### src/rtl/gapwr_pkg.sv
package gapwr_pkg;

  typedef enum logic [2:0] {
    PH_IDLE,
    PH_SETTLE,
    PH_SGAP,
    PH_BON,
    PH_BGAP,
    PH_PROG
  } phase_e;

  // Opcode "10" (page zero) followed by lock bit 0, sent first.
  localparam logic [2:0] FRAME_HDR = 3'b100;

  function automatic int imax(input int a, input int b);
    return (a > b) ? a : b;
  endfunction

  function automatic logic phase_field_on(input phase_e p);
    return (p == PH_SETTLE) || (p == PH_BON) || (p == PH_PROG);
  endfunction

endpackage

### src/rtl/gapwr_frame.sv
module gapwr_frame
  import gapwr_pkg::*;
#(
  parameter int DATA_W = 32,
  parameter int ADDR_W = 3,
  parameter int FRAME_W = 3 + DATA_W + ADDR_W
) (
  input  logic              clk,
  input  logic              rst_n,
  input  logic              load,
  input  logic              shift,
  input  logic              busy,
  input  logic [DATA_W-1:0] data,
  input  logic [ADDR_W-1:0] block,
  output logic              cur_bit
);

  logic [FRAME_W-1:0] frame_q;

  always_ff @(posedge clk) begin
    if (!rst_n) begin
      frame_q <= '0;
    end else if (load) begin
      frame_q <= {FRAME_HDR, data, block};
    end else if (shift) begin
      frame_q <= {frame_q[FRAME_W-2:0], 1'b0};
    end
  end

  assign cur_bit = frame_q[FRAME_W-1];

  // a busy sequence never reloads the captured frame.
  p_no_reload_busy_r9: assert property (@(posedge clk) disable iff (!rst_n)
    busy |-> !load);

endmodule

### src/rtl/gapwr_timer.sv
module gapwr_timer #(
  parameter int MAX_C = 150000,
  parameter int CW = 18
) (
  input  logic          clk,
  input  logic          rst_n,
  input  logic          load,
  input  logic [CW-1:0] load_val,
  output logic          zero
);

  logic [CW-1:0] cnt_q;

  always_ff @(posedge clk) begin
    if (!rst_n) begin
      cnt_q <= '0;
    end else if (load) begin
      cnt_q <= load_val;
    end else if (cnt_q != '0) begin
      cnt_q <= cnt_q - 1'b1;
    end
  end

  assign zero = (cnt_q == '0);

  // the phase counter never exceeds the longest phase.
  p_cnt_range_r2: assert property (@(posedge clk) disable iff (!rst_n)
    cnt_q <= CW'(MAX_C - 1));

  // a counter that is not reloaded counts down by one.
  p_cnt_step_r4: assert property (@(posedge clk) disable iff (!rst_n)
    (!load && !zero) |=> (cnt_q == $past(cnt_q) - 1'b1));

endmodule

### src/rtl/gapwr_ctrl.sv
module gapwr_ctrl
  import gapwr_pkg::*;
#(
  parameter int CW = 18,
  parameter int FRAME_W = 38,
  parameter int SETTLE_C = 150000,
  parameter int SGAP_C = 250,
  parameter int ZERO_C = 144,
  parameter int ONE_C = 400,
  parameter int GAP_C = 160,
  parameter int PROG_C = 20000
) (
  input  logic          clk,
  input  logic          rst_n,
  input  logic          start,
  input  logic          cur_bit,
  input  logic          tmr_zero,
  output logic          tmr_load,
  output logic [CW-1:0] tmr_val,
  output logic          frm_load,
  output logic          frm_shift,
  output logic          field_en,
  output logic          busy,
  output logic          done
);

  localparam int BW = $clog2(FRAME_W + 1);

  phase_e        ph_q, ph_d;
  logic [BW-1:0] sent_q;
  logic          done_q;

  always_comb begin
    ph_d      = ph_q;
    tmr_load  = 1'b0;
    tmr_val   = '0;
    frm_load  = 1'b0;
    frm_shift = 1'b0;
    unique case (ph_q)
      PH_IDLE: if (start) begin
        ph_d     = PH_SETTLE;
        tmr_load = 1'b1;
        tmr_val  = CW'(SETTLE_C - 1);
        frm_load = 1'b1;
      end
      PH_SETTLE: if (tmr_zero) begin
        ph_d     = PH_SGAP;
        tmr_load = 1'b1;
        tmr_val  = CW'(SGAP_C - 1);
      end
      PH_SGAP: if (tmr_zero) begin
        ph_d     = PH_BON;
        tmr_load = 1'b1;
        tmr_val  = cur_bit ? CW'(ONE_C - 1) : CW'(ZERO_C - 1);
      end
      PH_BON: if (tmr_zero) begin
        ph_d      = PH_BGAP;
        tmr_load  = 1'b1;
        tmr_val   = CW'(GAP_C - 1);
        frm_shift = 1'b1;
      end
      PH_BGAP: if (tmr_zero) begin
        tmr_load = 1'b1;
        if (sent_q == BW'(FRAME_W)) begin
          ph_d    = PH_PROG;
          tmr_val = CW'(PROG_C - 1);
        end else begin
          ph_d    = PH_BON;
          tmr_val = cur_bit ? CW'(ONE_C - 1) : CW'(ZERO_C - 1);
        end
      end
      PH_PROG: if (tmr_zero) begin
        ph_d = PH_IDLE;
      end
      default: ph_d = PH_IDLE;
    endcase
  end

  always_ff @(posedge clk) begin
    if (!rst_n) begin
      ph_q   <= PH_IDLE;
      sent_q <= '0;
      done_q <= 1'b0;
    end else begin
      ph_q   <= ph_d;
      done_q <= (ph_q == PH_PROG) && tmr_zero;
      if (frm_load) begin
        sent_q <= '0;
      end else if (frm_shift) begin
        sent_q <= sent_q + 1'b1;
      end
    end
  end

  assign field_en = phase_field_on(ph_q);
  assign busy     = (ph_q != PH_IDLE);
  assign done     = done_q;

  // done lasts exactly one cycle.
  p_done_single_r8: assert property (@(posedge clk) disable iff (!rst_n)
    done |=> !done);

  // done follows a busy cycle and finds the block idle.
  p_done_idle_r8: assert property (@(posedge clk) disable iff (!rst_n)
    done |-> (!busy && !field_en && $past(busy)));

  // never more bits than the frame holds.
  p_bits_bounded_r5: assert property (@(posedge clk) disable iff (!rst_n)
    sent_q <= BW'(FRAME_W));

  // the programming hold starts only after the full frame.
  p_prog_after_frame_r6: assert property (@(posedge clk) disable iff (!rst_n)
    (ph_q == PH_PROG) |-> (sent_q == BW'(FRAME_W)));

  // a write started from idle raises busy and the field together.
  p_start_rise_r7: assert property (@(posedge clk) disable iff (!rst_n)
    (!busy && start) |=> (busy && field_en));

endmodule

### src/rtl/gap_tag_writer.sv
module gap_tag_writer
  import gapwr_pkg::*;
#(
  parameter int CLK_PER_US = 1,
  parameter int SETTLE_US = 150000,
  parameter int START_GAP_US = 250,
  parameter int ZERO_US = 144,
  parameter int ONE_US = 400,
  parameter int GAP_US = 160,
  parameter int PROG_US = 20000
) (
  input  logic        clk,
  input  logic        rst_n,
  input  logic        start,
  input  logic [31:0] data,
  input  logic [2:0]  block,
  output logic        field_en,
  output logic        busy,
  output logic        done
);

  localparam int DATA_W   = 32;
  localparam int ADDR_W   = 3;
  localparam int FRAME_W  = 3 + DATA_W + ADDR_W;
  localparam int SETTLE_C = imax(1, SETTLE_US * CLK_PER_US);
  localparam int SGAP_C   = imax(1, START_GAP_US * CLK_PER_US);
  localparam int ZERO_C   = imax(1, ZERO_US * CLK_PER_US);
  localparam int ONE_C    = imax(1, ONE_US * CLK_PER_US);
  localparam int GAP_C    = imax(1, GAP_US * CLK_PER_US);
  localparam int PROG_C   = imax(1, PROG_US * CLK_PER_US);
  localparam int MAX_C    = imax(imax(imax(SETTLE_C, SGAP_C), imax(ZERO_C, ONE_C)),
                                 imax(GAP_C, PROG_C));
  localparam int CW       = imax(1, $clog2(MAX_C));

  logic          tmr_load, tmr_zero, frm_load, frm_shift, cur_bit;
  logic [CW-1:0] tmr_val;

  gapwr_ctrl #(
    .CW(CW), .FRAME_W(FRAME_W), .SETTLE_C(SETTLE_C), .SGAP_C(SGAP_C),
    .ZERO_C(ZERO_C), .ONE_C(ONE_C), .GAP_C(GAP_C), .PROG_C(PROG_C)
  ) u_ctrl (
    .clk(clk), .rst_n(rst_n), .start(start), .cur_bit(cur_bit),
    .tmr_zero(tmr_zero), .tmr_load(tmr_load), .tmr_val(tmr_val),
    .frm_load(frm_load), .frm_shift(frm_shift), .field_en(field_en),
    .busy(busy), .done(done)
  );

  gapwr_timer #(.MAX_C(MAX_C), .CW(CW)) u_timer (
    .clk(clk), .rst_n(rst_n), .load(tmr_load), .load_val(tmr_val),
    .zero(tmr_zero)
  );

  gapwr_frame #(.DATA_W(DATA_W), .ADDR_W(ADDR_W), .FRAME_W(FRAME_W)) u_frame (
    .clk(clk), .rst_n(rst_n), .load(frm_load), .shift(frm_shift),
    .busy(busy), .data(data), .block(block), .cur_bit(cur_bit)
  );

  // the field never switches on in the cycle after a done.
  p_idle_after_done_r3: assert property (@(posedge clk) disable iff (!rst_n)
    (done && !start) |=> !field_en);

endmodule

### config.mk
export PLATFORM = sky130hd
export DESIGN_NAME = gap_tag_writer
export DESIGN_NICKNAME = d
export VERILOG_FILES = /design/src/rtl/gapwr_pkg.sv /design/src/rtl/gapwr_frame.sv /design/src/rtl/gapwr_timer.sv /design/src/rtl/gapwr_ctrl.sv /design/src/rtl/gap_tag_writer.sv
export SDC_FILE = /design/constraint.sdc
export NUM_CORES = 1
export LEC_CHECK = 0
export BUFFER_PORTS_ARGS = -buffer_cell sky130_fd_sc_hd__buf_2
export CAP_MARGIN = 10
export CORE_MARGIN = 2
export CORE_UTILIZATION = 57
export DETAILED_ROUTE_END_ITERATION = 8
export PLACE_DENSITY = 0.91
export SETUP_SLACK_MARGIN = 0.3
export SLEW_MARGIN = 20
export SYNTH_ARGS = -nofsm -noshare
export SYNTH_HDL_FRONTEND = slang
export SYNTH_SLANG_ARGS = --single-unit
### constraint.sdc
create_clock -name clk -period 3 [get_ports clk]
set_input_delay 0.15 -clock clk [delete_from_list [all_inputs] [get_ports clk]]
set_output_delay 0.15 -clock clk [all_outputs]
set_load 0.02 [all_outputs]
# Word level (Yosys, flattened, before mapping)
# Cells that the tools add are included.
dict set report totals {
  regBits 66
  in_bits 38
  output_inout_bits 3
  word_cells 58
}
dict set report op_classes {
  addsub 2
  n_eq_ne 12
  mux 25
  bitwise_logic 1
  n_reduce_logical 12
}
# cell count
set ops {}
lappend ops {{$mux W18} 6}
lappend ops {{$pmux W18 S5} 1}
lappend ops {{$mux W38} 2}
lappend ops {{$mux W3} 7}
lappend ops {{$logic_not A18 Y1} 1}
lappend ops {{$pmux W3 S6} 1}
lappend ops {{$reduce_bool A18 Y1} 1}
lappend ops {{$sub A18 B1 Y18 const B} 1}
lappend ops {{$mux W8} 2}
lappend ops {{$ne A2 B1 Y1 const B} 5}
lappend ops {{$mux W9} 1}
lappend ops {{$add A6 B1 Y6 const B} 1}
lappend ops {{$eq A3 B2 Y1 const B} 2}
lappend ops {{$eq A3 B3 Y1 const B} 2}
lappend ops {{$eq A6 B6 Y1 const B} 1}
lappend ops {{$reduce_and A6 Y1} 1}
lappend ops {{$mux W1} 4}
lappend ops {{$reduce_bool A2 Y1} 2}
lappend ops {{$reduce_or A4 Y1} 1}
lappend ops {{$eq A3 B1 Y1 const B} 1}
lappend ops {{$logic_not A3 Y1} 1}
lappend ops {{$reduce_bool A3 Y1} 1}
lappend ops {{$logic_or A1 B1 Y1} 2}
lappend ops {{$ne A2 B2 Y1 const B} 1}
lappend ops {{4 further kinds} 4}

# Logic depth before layout (Yosys ltp)
# Gate-level depths: netlist of run 1.
dict set report depth {
  ltp_word 5
  ltp_mapped 9
  ltp_nobuf 7
}

# By module
# Synthesis of run 1 repeated with hierarchy kept, for this count alone.
dict set report unflattened {
  cells_unflattened 388
  area_unflattened_um2 3689.8
}
# module n_inst cells_each area_each_um2 seq_area_each_um2
set modules_own_cells {}
lappend modules_own_cells {gapwr_frame 1 165 1958.1 760.7}
lappend modules_own_cells {gapwr_timer 1 122 970.9 360.3}
lappend modules_own_cells {gapwr_ctrl 1 101 760.7 200.2}

# Worst setup path after synthesis of run 1
# Ideal clock, no wire load.
dict set report synth_path {
  kind {register -> register}
  start {register u_timer.cnt_q[11]}
  end {register u_ctrl.sent_q[4]}
  setup_time_ns 0.071
  t_arrival_ns 2.034
  required_ns 2.929
  slack_ns 0.896
  stages_incl_launch_ff 7
  path_buffers 1
  synth_period_minus_slack_ns 2.104
  cell_sequence {dfxtp_1 > or4_4 > nor4b_4 > nand3_2 > buf_2 > or3_1 > a21oi_1}
}
dict set report synth_via {
  elab_chain_cells 3
}
# item line_no
set synth_rtl {}
lappend synth_rtl {{start, declared} gapwr_timer.sv:12} ;# logic [CW-1:0] cnt_q;
lappend synth_rtl {{start signal, assigned} gapwr_timer.sv:18} ;# cnt_q <= load_val;
lappend synth_rtl {{start signal, assigned} gapwr_timer.sv:20} ;# cnt_q <= cnt_q - 1'b1;
lappend synth_rtl {{$logic_not A18 Y1} gapwr_timer.sv:24} ;# assign zero = (cnt_q == '0);
lappend synth_rtl {{$mux W1} gapwr_ctrl.sv:56} ;# PH_BON: if (tmr_zero) begin
lappend synth_rtl {{$mux W1} gapwr_ctrl.sv:39} ;# unique case (ph_q)
lappend synth_rtl {{end signal, assigned} gapwr_ctrl.sv:90} ;# sent_q <= sent_q + 1'b1;
lappend synth_rtl {{end, declared} gapwr_ctrl.sv:30} ;# logic [BW-1:0] sent_q;
# No other way between the ends.
# A chain may end at the register's enable or synchronous reset.

# Worst setup path after layout of run 1
dict set report layout_path {
  start {register u_timer.cnt_q[0]}
  end {register u_ctrl.sent_q[5]}
}
# Same word-level chain as after synthesis.

==> metrics.txt, run 1 <==
global-route usage over all layers 25.6%; number of warnings issued by yosys 0; cell count after synthesis 369; unrepaired setup endpoints after global routing false; x dimension of the die 77.3 um; share of layout cells above drive strength 1 17.0%; height of the die 77.3 um; Clock Pin Slew Worst Setup and Hold Paths 0.08 ns; CTS Buffer Depth 2; mean instance size in the synthesized netlist 8.31 um2; Cell Pwr Density 714 nW/um2; number of buffers inserted during clock tree synthesis 9; post-synthesis sequential area ratio 43.1%; post-layout power 2540 uW; Root Driver clkbuf_8; FP Rows 26; synthesized net count 410; total via count after detailed routing 2990; Area growth, synth to finish 16.0%; number of global-route vias before repair 2737; library cells used by synthesis 48; # IOs 41; maximum clock frequency 0.407 GHz; total number of nets in the final design 448; number of DRC violations after detailed-routing iteration 0 313; initial standard-cell utilization of the core 59.6%; total of fill cells in the finished design 415; number of nets with antenna violations after routing 0; skew final 0.0127 ns; DRC errors left 0; FFs w/ async S/R, synth 0%; per-cell routed wire length 15.6 um; Total Routed Length 7520 um; pin count of the biggest net entering global routing 39; critical path fanouts, max 11; maximum VDD drop 0.420 mV; cell leakage power 0.00132 uW; DRT Pass-1 Iters 5; Tmin final 2.45 ns; number of enable-type register cells in the synthesized netlist 0; area of the mapped netlist 3070 um2; required time at the worst-slack endpoint 3.26 ns; CP endpoint kind flop; Setup TNS 0 ns; Worst Setup Start Kind flop; total of buffers placed on input and output ports 40; worst slew margin relative to its limit 55.3%; number of setup violations in the final report 0; initial antenna violation count 0; die area 5980 um2; Antenna Diode Count 0; placeable core region 5140 um2; number of hold violations in the final report 0; outcome complete, no violations; share of the cycle needed by the critical path after routing 81.8%; CTS H-tree lvls 3; total half-perimeter wirelength after legalization and detailed placement 4760 um; residual overflow from global routing 0; last weighted congestion value of the routability-driven placer 0.903; Most used DFF post-synth dfxtp_1; Max Slew Vio Count 0; worst skew pair latency 0.34 ns; Worst Tran Pin Value 0.664 ns; first-pass GRT wire length 12300 um; type of the tightest min-delay check in2reg; total of max-cap violations 0; Num Clock Sinks 66; flip-flop and latch count after synthesis 66; post-DR vias/cell 6.20; data arrival time of the critical path 2.72 ns; Worst Path Class, Setup reg2reg; clock tree from TritonCTS yes
[final timing paths]
path / from / cells past startpoint / slack [ns] / endpoint
setup / recovery: u_timer.cnt_q[0] / 8 / 0.55 / u_ctrl.sent_q[5]
hold / removal: block[0] / 3 / 0.05 / u_frame.frame_q[0]
setup reg to reg: u_timer.cnt_q[0] / 8 / 0.55 / u_ctrl.sent_q[5]
hold reg to reg: u_frame.frame_q[22] / 2 / 0.45 / u_frame.frame_q[22]
[placed cells by master, fill, tap and decap left out, types with 9 or more instances in the layout]
master    count
dfxtp_1      66
buf_4         9
nand2_1      56
inv_1        12
nor2_1       17
a22oi_1      28
xnor2_1       9
buf_2        40
clkbuf_8     10
o21ai_0      11
a21oi_1      48
nor3_1       10
[report_power, final]
group / switching (uW) / internal [uW]
combinational: 374 / 259
sequential: 95.3 / 974
clock: 346 / 492
total: 815 / 1720
[metal layers]
layer  part of all wire (%)  global-route usage, %  wire length [um]
met1                     42                   33.0              3180
met2                     49                   41.7              3660
met3                    6.8                   6.40               511
met4                    2.2                   9.46               164
met5                      0                      0                 0
[cell usage after synthesis, drive strengths merged, types with 4 or more instances]
library cell / count / area (um2)
nand3: 8 / 45.0
or3: 5 / 31.3
xor2: 8 / 70.1
o31ai: 5 / 37.5
nand2: 56 / 210
xnor2: 9 / 78.8
a211oi: 4 / 30.0
a22oi: 28 / 210
a31oi: 4 / 25.0
nor4: 8 / 50.1
clkbuf: 16 / 60.1
o21ai: 11 / 55.1
nor3: 10 / 50.1
a221oi: 6 / 52.6
a21oi: 48 / 240
buf: 6 / 37.5
dfxtp: 66 / 1320
nor2: 17 / 63.8
inv: 12 / 45.0
[flip-flops by register name, summed over array words and instances (netlist names)]
signal,flops
u_ctrl.done,1
u_ctrl.sent_q,6
u_timer.cnt_q,18
u_frame.frame_q,38
u_ctrl.ph_q,3
[through the flow]
stage | setup slack, ns | instances | hold slack [ns] | area, um2 | utilization [%]
final | 0.545 | 482 | 0.0482 | 3560 | 69.2
after global routing | 0.435 | 482 | 0.0629 | 3560 | 69.2
after CTS | 0.473 | 480 | 0.0393 | 3540 | 68.9
after detailed placement | 0.523 | 464 | 0.406 | 3310 | 64.5
after global placement | 0.604 | 464 | 0.412 | 3310 | 64.5
after floorplan | 0.896 | 369 | 0.290 | 3070 | -
[cells by family after synthesis]
family | count (synthesis) | share of synthesized area (%)
AND/OR/NAND/NOR | 126 | 20.5
AO/OA/AOI/OAI | 121 | 25.2
flip-flops | 66 | 43.1
buffers and inverters | 35 | 4.78
XOR/XNOR | 17 | 4.86
adder cells (fa/ha/maj) | 3 | 1.22
multiplexers | 1 | 0.327
[what timing repair did]
| item | CTS | global route |
|---|---|---|
| hold buffers | 0 | 0 |
| setup endpoints to repair | 0 | 1 |
| setup buffers | 0 | 2 |
| resized for setup | 0 | 0 |
[final cells by class]
type,count,area [um2],area share [%]
multi-input cells,268,1600,45.1
flip-flops and latches,66,1320,37.1
repair buffers,49,268,7.53
clock buffers,10,138,3.87
clock inverters,6,90.1,2.53
well taps,70,87.6,2.46
inverters,13,48.8,1.37
[worst max-delay path, cell delays in order, from the launching register on]
cell,delay [ns]
dfxtp_1,0.34
inv_1,0.10
ha_1,0.21
nor2b_1,0.35
nor4b_4,0.26
buf_4,0.19
nand3_2,0.18
or4_1,0.57
a21oi_1,0.18
Power figures use the tool's default switching activity.
==> run 2, diff against run 1 <==
--- a/config.mk
+++ b/config.mk
@@ -8,9 +8,9 @@
 export BUFFER_PORTS_ARGS = -buffer_cell sky130_fd_sc_hd__buf_2
 export CAP_MARGIN = 10
 export CORE_MARGIN = 2
-export CORE_UTILIZATION = 57
+export CORE_UTILIZATION = 51
 export DETAILED_ROUTE_END_ITERATION = 8
-export PLACE_DENSITY = 0.91
+export PLACE_DENSITY = 0.87
 export SETUP_SLACK_MARGIN = 0.3
 export SLEW_MARGIN = 20
 export SYNTH_ARGS = -nofsm -noshare
==> constraint.sdc (replaced) <==
create_clock -name clk -period 2.2 [get_ports clk]
set_input_delay 0.11 -clock clk [delete_from_list [all_inputs] [get_ports clk]]
set_output_delay 0.11 -clock clk [all_outputs]
set_load 0.02 [all_outputs]
==> run 2 against run 1 <==
  * Largest power group unchanged
  * Clock-buffer cell count rose by 1
  * Global-route usage increased by 0.52 points
  * Worst setup slack worse by 0.49 ns
  * Largest cell class unchanged
==> metrics.txt, run 2 (synthesis gave the netlist of run 1 again) <==
outcome complete, no violations; unrepaired setup endpoints after global routing true; # IOs 41; clock tree from TritonCTS yes; last weighted congestion value of the routability-driven placer 0.904; post-DR vias/cell 6.59; FP Rows 28; Area growth, synth to finish 33.8%; Total Routed Length 10100 um; pre-CTS setup slack 0.0655 ns; max FFs per register 38; DRT Pass-1 Iters 5; global routing met2 resource utilization 42.9%; total half-perimeter wirelength after legalization and detailed placement 5030 um; number of setup violations in the final report 0; total number of nets in the final design 474; CP endpoint kind flop; CP max stage cell or4_4; most frequent standard cell in the layout excluding fill and tap cells dfxtp_1; DRC errors left 0; required time at the worst-slack endpoint 2.48 ns; final design instance area without fill 4100 um2; initial antenna violation count 0; critical path's largest stage delay 0.53 ns; data arrival time of the critical path 2.42 ns; Num Clock Sinks 66; Worst Path Class, Setup reg2reg; skew final 0.0154 ns; Max Slew Vio Count 0; CTS Buffer Depth 2; Final WS setup 0.0555 ns; residual overflow from global routing 0; total via count after detailed routing 3379; height of the die 81.5 um; pin count of the biggest net entering global routing 30; share of the cycle needed by the critical path after routing 97.5%; Worst Setup Start Kind flop; number of hold violations in the final report 0; first-pass GRT wire length 13400 um; total of max-cap violations 0; die area 6650 um2; maximum clock frequency 0.466 GHz; Tmin final 2.14 ns; total of fill cells in the finished design 365; family of cells with the greatest summed delay on the critical path simple AND/OR/NAND/NOR gates; Cell Count Post-Placement 482; worst skew pair latency 0.35 ns; critical path fanouts, max 19; cell leakage power 0.00154 uW; Root Driver clkbuf_8; CTS H-tree lvls 3; global-route usage over all layers 26.2%; number of global-route vias before repair 2937; type of the tightest min-delay check in2reg; registers with the most flip-flops u_frame.frame_q x38, u_timer.cnt_q x18, u_ctrl.sent_q x6; buffers plus inverters on the worst setup path 2; number of DRC violations after detailed-routing iteration 0 462; x dimension of the die 81.5 um; Antenna Diode Count 0; number of buffers inserted during clock tree synthesis 9; share of layout cells above drive strength 1 31.5%; GR Layer Usage met3 6.92%; per-cell routed wire length 19.8 um; Cell Pwr Density 936 nW/um2; Clock Pin Slew Worst Setup and Hold Paths 0.08 ns; cells along the critical path or4_4 > nor4b_4 > buf_4 > and3_4 > buf_16 > a22oi_1 > a21oi_1; final standard cell count with taps included and fillers excluded 513; placeable core region 5850 um2; Largest Register u_frame.frame_q; maximum VDD drop 0.568 mV; cell area after placement 3450 um2; met1 Usage GRT 30.7%; commonest cells after routing, fill and taps aside dfxtp_1, nand2_1, a21oi_1, buf_2, buf_4; number of nets with antenna violations after routing 0; Most Used Layer, Global Route met2; worst slew margin relative to its limit 66.9%; total of buffers placed on input and output ports 40; Worst Tran Pin Value 0.492 ns; initial standard-cell utilization of the core 52.4%
-- run 2: cell types whose count changed in the layout (fill, tap and decap cells not counted), sizes merged --
cell / previous run / this run
clkinv: 4 / 1
o31a: 2 / 3
inv: 12 / 14
buf: 49 / 72
clkbuf: 10 / 13
-- run 2: per-layer routing --
| metal | vias to the layer above | part of all wire, % |
|---|---|---|
| met1 | 1600 | 37 |
| met2 | 239 | 47 |
| met3 | 59 | 8.8 |
| met4 | 0 | 6.3 |
| li1 | 1481 | - |
| met5 | - | 0 |
-- run 2: final cells by class --
cell class	count	area [um2]	share of cell area, %
Sequential cell	66	1330	32.4
Multi-Input combinational cell	269	1850	45.2
Clock inverter	5	85.1	2.08
Clock buffer	11	141	3.45
Timing Repair Buffer	74	549	13.4
Tap cell	75	93.8	2.29
Inverter	13	48.8	1.19
-- run 2: worst paths after layout --
kind / slack [ns] / cells past startpoint / endpoint / start
max: 0.06 / 7 / u_frame.frame_q[18] / u_timer.cnt_q[12]
min: 0.01 / 3 / u_frame.frame_q[0] / block[0]
max reg2reg: 0.06 / 7 / u_frame.frame_q[18] / u_timer.cnt_q[12]
min reg2reg: 0.45 / 2 / u_frame.frame_q[23] / u_frame.frame_q[23]
-- run 2: repair_timing --
| action | in CTS | in global routing |
|---|---|---|
| cloned | 4 | 2 |
| resized for setup | 27 | 35 |
| pin swaps | 4 | 17 |
| setup buffers | 6 | 3 |
| hold buffers | 0 | 0 |
| setup endpoints to repair | 63 | 66 |
-- run 2: per-stage QoR --
step                      total power [uW]  setup TNS [ns]  hold WS, ns  utilization [%]
after global placement                2330               0        0.366             58.9
after detailed placement              2370               0        0.372             58.9
after global routing                  3990         -0.0213      0.00746             70.1
final                                 3840               0       0.0108             70.1
after floorplan                       2090               0        0.250                -
after CTS                             3630               0      0.00562             66.3
-- run 2: worst reg2reg max path: cells and delay by family (launching register included) --
kind	cells	cell delay [ns]
compound gates	2	0.25
simple gates	3	1.13
flops	1	0.34
buf+inv	2	0.37
-- run 2: report_power, final --
| part | leakage [uW] | internal [uW] | switching (uW) |
|---|---|---|---|
| registers | 0.000543 | 1330 | 137 |
| logic | 0.000889 | 524 | 679 |
| clock network | 0.000111 | 677 | 488 |
| total | 0.00154 | 2530 | 1300 |
==> run 3, diff against run 2 <==
--- a/config.mk
+++ b/config.mk
@@ -6,11 +6,10 @@
 export NUM_CORES = 1
 export LEC_CHECK = 0
 export BUFFER_PORTS_ARGS = -buffer_cell sky130_fd_sc_hd__buf_2
-export CAP_MARGIN = 10
 export CORE_MARGIN = 2
-export CORE_UTILIZATION = 51
+export CORE_UTILIZATION = 57
 export DETAILED_ROUTE_END_ITERATION = 8
-export PLACE_DENSITY = 0.87
+export PLACE_DENSITY = 0.91
 export SETUP_SLACK_MARGIN = 0.3
 export SLEW_MARGIN = 20
 export SYNTH_ARGS = -nofsm -noshare
==> constraint.sdc (replaced) <==
create_clock -name clk -period 2.4 [get_ports clk]
set_input_delay 0.12 -clock clk [delete_from_list [all_inputs] [get_ports clk]]
set_output_delay 0.12 -clock clk [all_outputs]
set_load 0.02 [all_outputs]
==> run 3 against run 2 <==
  * Sequential power shrank 9.5%
  * Non-clock buffer count is 7 lower
  * Via count decreased by 5.9%
  * Register-to-register slack better by 0.17 ns
  * Final area down 8.8%
  * Worst setup slack improved by 0.17 ns
  * Cell count shrank 2.5%
  * Sequential share of layout area rose by 3.0 points
  * Clock power is 19% lower
  * Utilization up 2.7 points
  * Maximum frequency shrank 1.5%
  * Critical path type unchanged
  * Critical endpoint is now u_frame.frame_q[37]
  * Largest power group unchanged
==> metrics.txt, run 3 (synthesis gave the netlist of run 1 again) <==
outcome complete, no violations; Area growth, synth to finish 22.0%; type of the tightest min-delay check in2reg; total via count after detailed routing 3181; last weighted congestion value of the routability-driven placer 0.874; Root Driver clkbuf_8; number of buffers inserted during clock tree synthesis 9; data arrival time of the critical path 2.40 ns; number of nets with antenna violations after routing 0; total number of nets in the final design 466; final core utilization 72.7%; registers with the most flip-flops u_frame.frame_q x38, u_timer.cnt_q x18, u_ctrl.sent_q x6; post-DR vias/cell 6.36; power spent charging and discharging nets 1080 uW; number of setup violations in the final report 0; Num Clock Sinks 66; global-route usage over all layers 27.6%; CTS H-tree lvls 3; residual overflow from global routing 0; max FFs per register 38; Cell Count Post-Placement 476; CP endpoint kind flop; share of the cycle needed by the critical path after routing 90.7%; number of hold violations in the final report 0; Setup TNS 0 ns; combinational power share 28.8%; Total Routed Length 8750 um; skew final 0.0176 ns; sequential power share 41.5%; DRC errors left 0; die area 5980 um2; DRT Pass-1 Iters 6; required time at the worst-slack endpoint 2.62 ns; Tmin final 2.18 ns; net switching fraction of the power 33.6%; commonest cells after routing, fill and taps aside dfxtp_1, nand2_1, a21oi_1, buf_2, a22oi_1; maximum clock frequency 0.459 GHz; Worst Path Class, Setup reg2reg; x dimension of the die 77.3 um; number of global-route vias before repair 2905; Max Slew Vio Count 0; unrepaired setup endpoints after global routing true; # IOs 41; first-pass GRT wire length 13200 um; Largest Register u_frame.frame_q; worst skew pair latency 0.35 ns; cell internal power dissipation 2130 uW; most frequent standard cell in the layout excluding fill and tap cells dfxtp_1; Clock Pin Slew Worst Setup and Hold Paths 0.08 ns; clock tree from TritonCTS yes; initial standard-cell utilization of the core 59.6%; placeable core region 5140 um2; Worst Tran Pin Value 0.497 ns; number of hold buffers added after cts 0; initial antenna violation count 0; final standard cell count with taps included and fillers excluded 500; Cell Pwr Density 858 nW/um2; post-layout power 3210 uW; CTS Buffer Depth 2; critical path fanouts, max 8; number of DRC violations after detailed-routing iteration 0 376; worst slew margin relative to its limit 66.8%; total of max-cap violations 0; per-cell routed wire length 17.5 um; maximum VDD drop 0.544 mV; share of layout cells above drive strength 1 23.3%; Worst Setup Start Kind flop; height of the die 77.3 um; clock network fraction of total power 29.7%; total half-perimeter wirelength after legalization and detailed placement 5010 um; FP Rows 26; Antenna Diode Count 0; total of buffers placed on input and output ports 40; cell leakage power 0.00141 uW; pin count of the biggest net entering global routing 39
run 3: cell types whose count changed in the layout (fill, tap and decap cells not counted), sizes merged:
cell      delta
buf          -6
clkbuf       -2
clkinvlp     -1
clkinv       +5
bufinv       -1
inv          -2
o31a         -1
run 3: final timing paths:
kind / startpoint / end / slack (ns) / cells after the start
worst max-delay path: u_timer.cnt_q[12] / u_frame.frame_q[37] / 0.22 / 7
worst min-delay path: block[0] / u_frame.frame_q[0] / 0.04 / 3
worst max register to register: u_timer.cnt_q[12] / u_frame.frame_q[37] / 0.22 / 7
worst min register to register: u_frame.frame_q[35] / u_frame.frame_q[36] / 0.46 / 2
run 3: power by group through the flow:
stage	Sequential [uW]	Clock, uW	Combinational, uW
final	1330	952	924
after global routing	1340	1010	1010
after CTS	1320	951	848
after detailed placement	1340	0	818
after global placement	1330	0	791
after floorplan	1320	0	583
run 3: critical path, cell delays in order (launching register included):
cell and delay, ns:
dfxtp_2 0.34, or4_4 0.56, nor4b_4 0.22, buf_4 0.19, nand3_2 0.10, buf_6 0.17, buf_4 0.13, a311oi_1 0.35
run 3: what timing repair did:
item                                    CTS  global route
pin swaps                                 2             5
endpoints found under the setup margin   47            58
buffers inserted                          2             5
gates resized for setup                   2            13
gates cloned                              0             1
run 3: cell type report:
type	instances	area [um2]
clock inverter	6	66.3
multi-input combinational	268	1630
inverter	13	48.8
tap	70	87.6
timing repair buffer	67	440
fill	363	1400
sequential	66	1330
clock buffer	10	138
run 3: metrics by stage:
step                hold slack [ns]  instance area (um2)  worst slack, ns
floorplan                     0.260                 3070            0.305
global placement              0.378                 3420            0.202
detailed placement            0.406                 3420            0.138
CTS                          0.0348                 3640            0.273
global route                 0.0511                 3740            0.141
finish                       0.0448                 3740            0.222
run 3: routing by layer:
metal	vias to the layer above	GRT usage (%)	routed length, um	part of all wire (%)
met2	204	45.3	4380	50
met1	1481	33.7	3430	39
li1	1465	-	-	-
met3	31	6.16	701	8.0
met4	0	14.8	246	2.8
met5	-	0	0	0
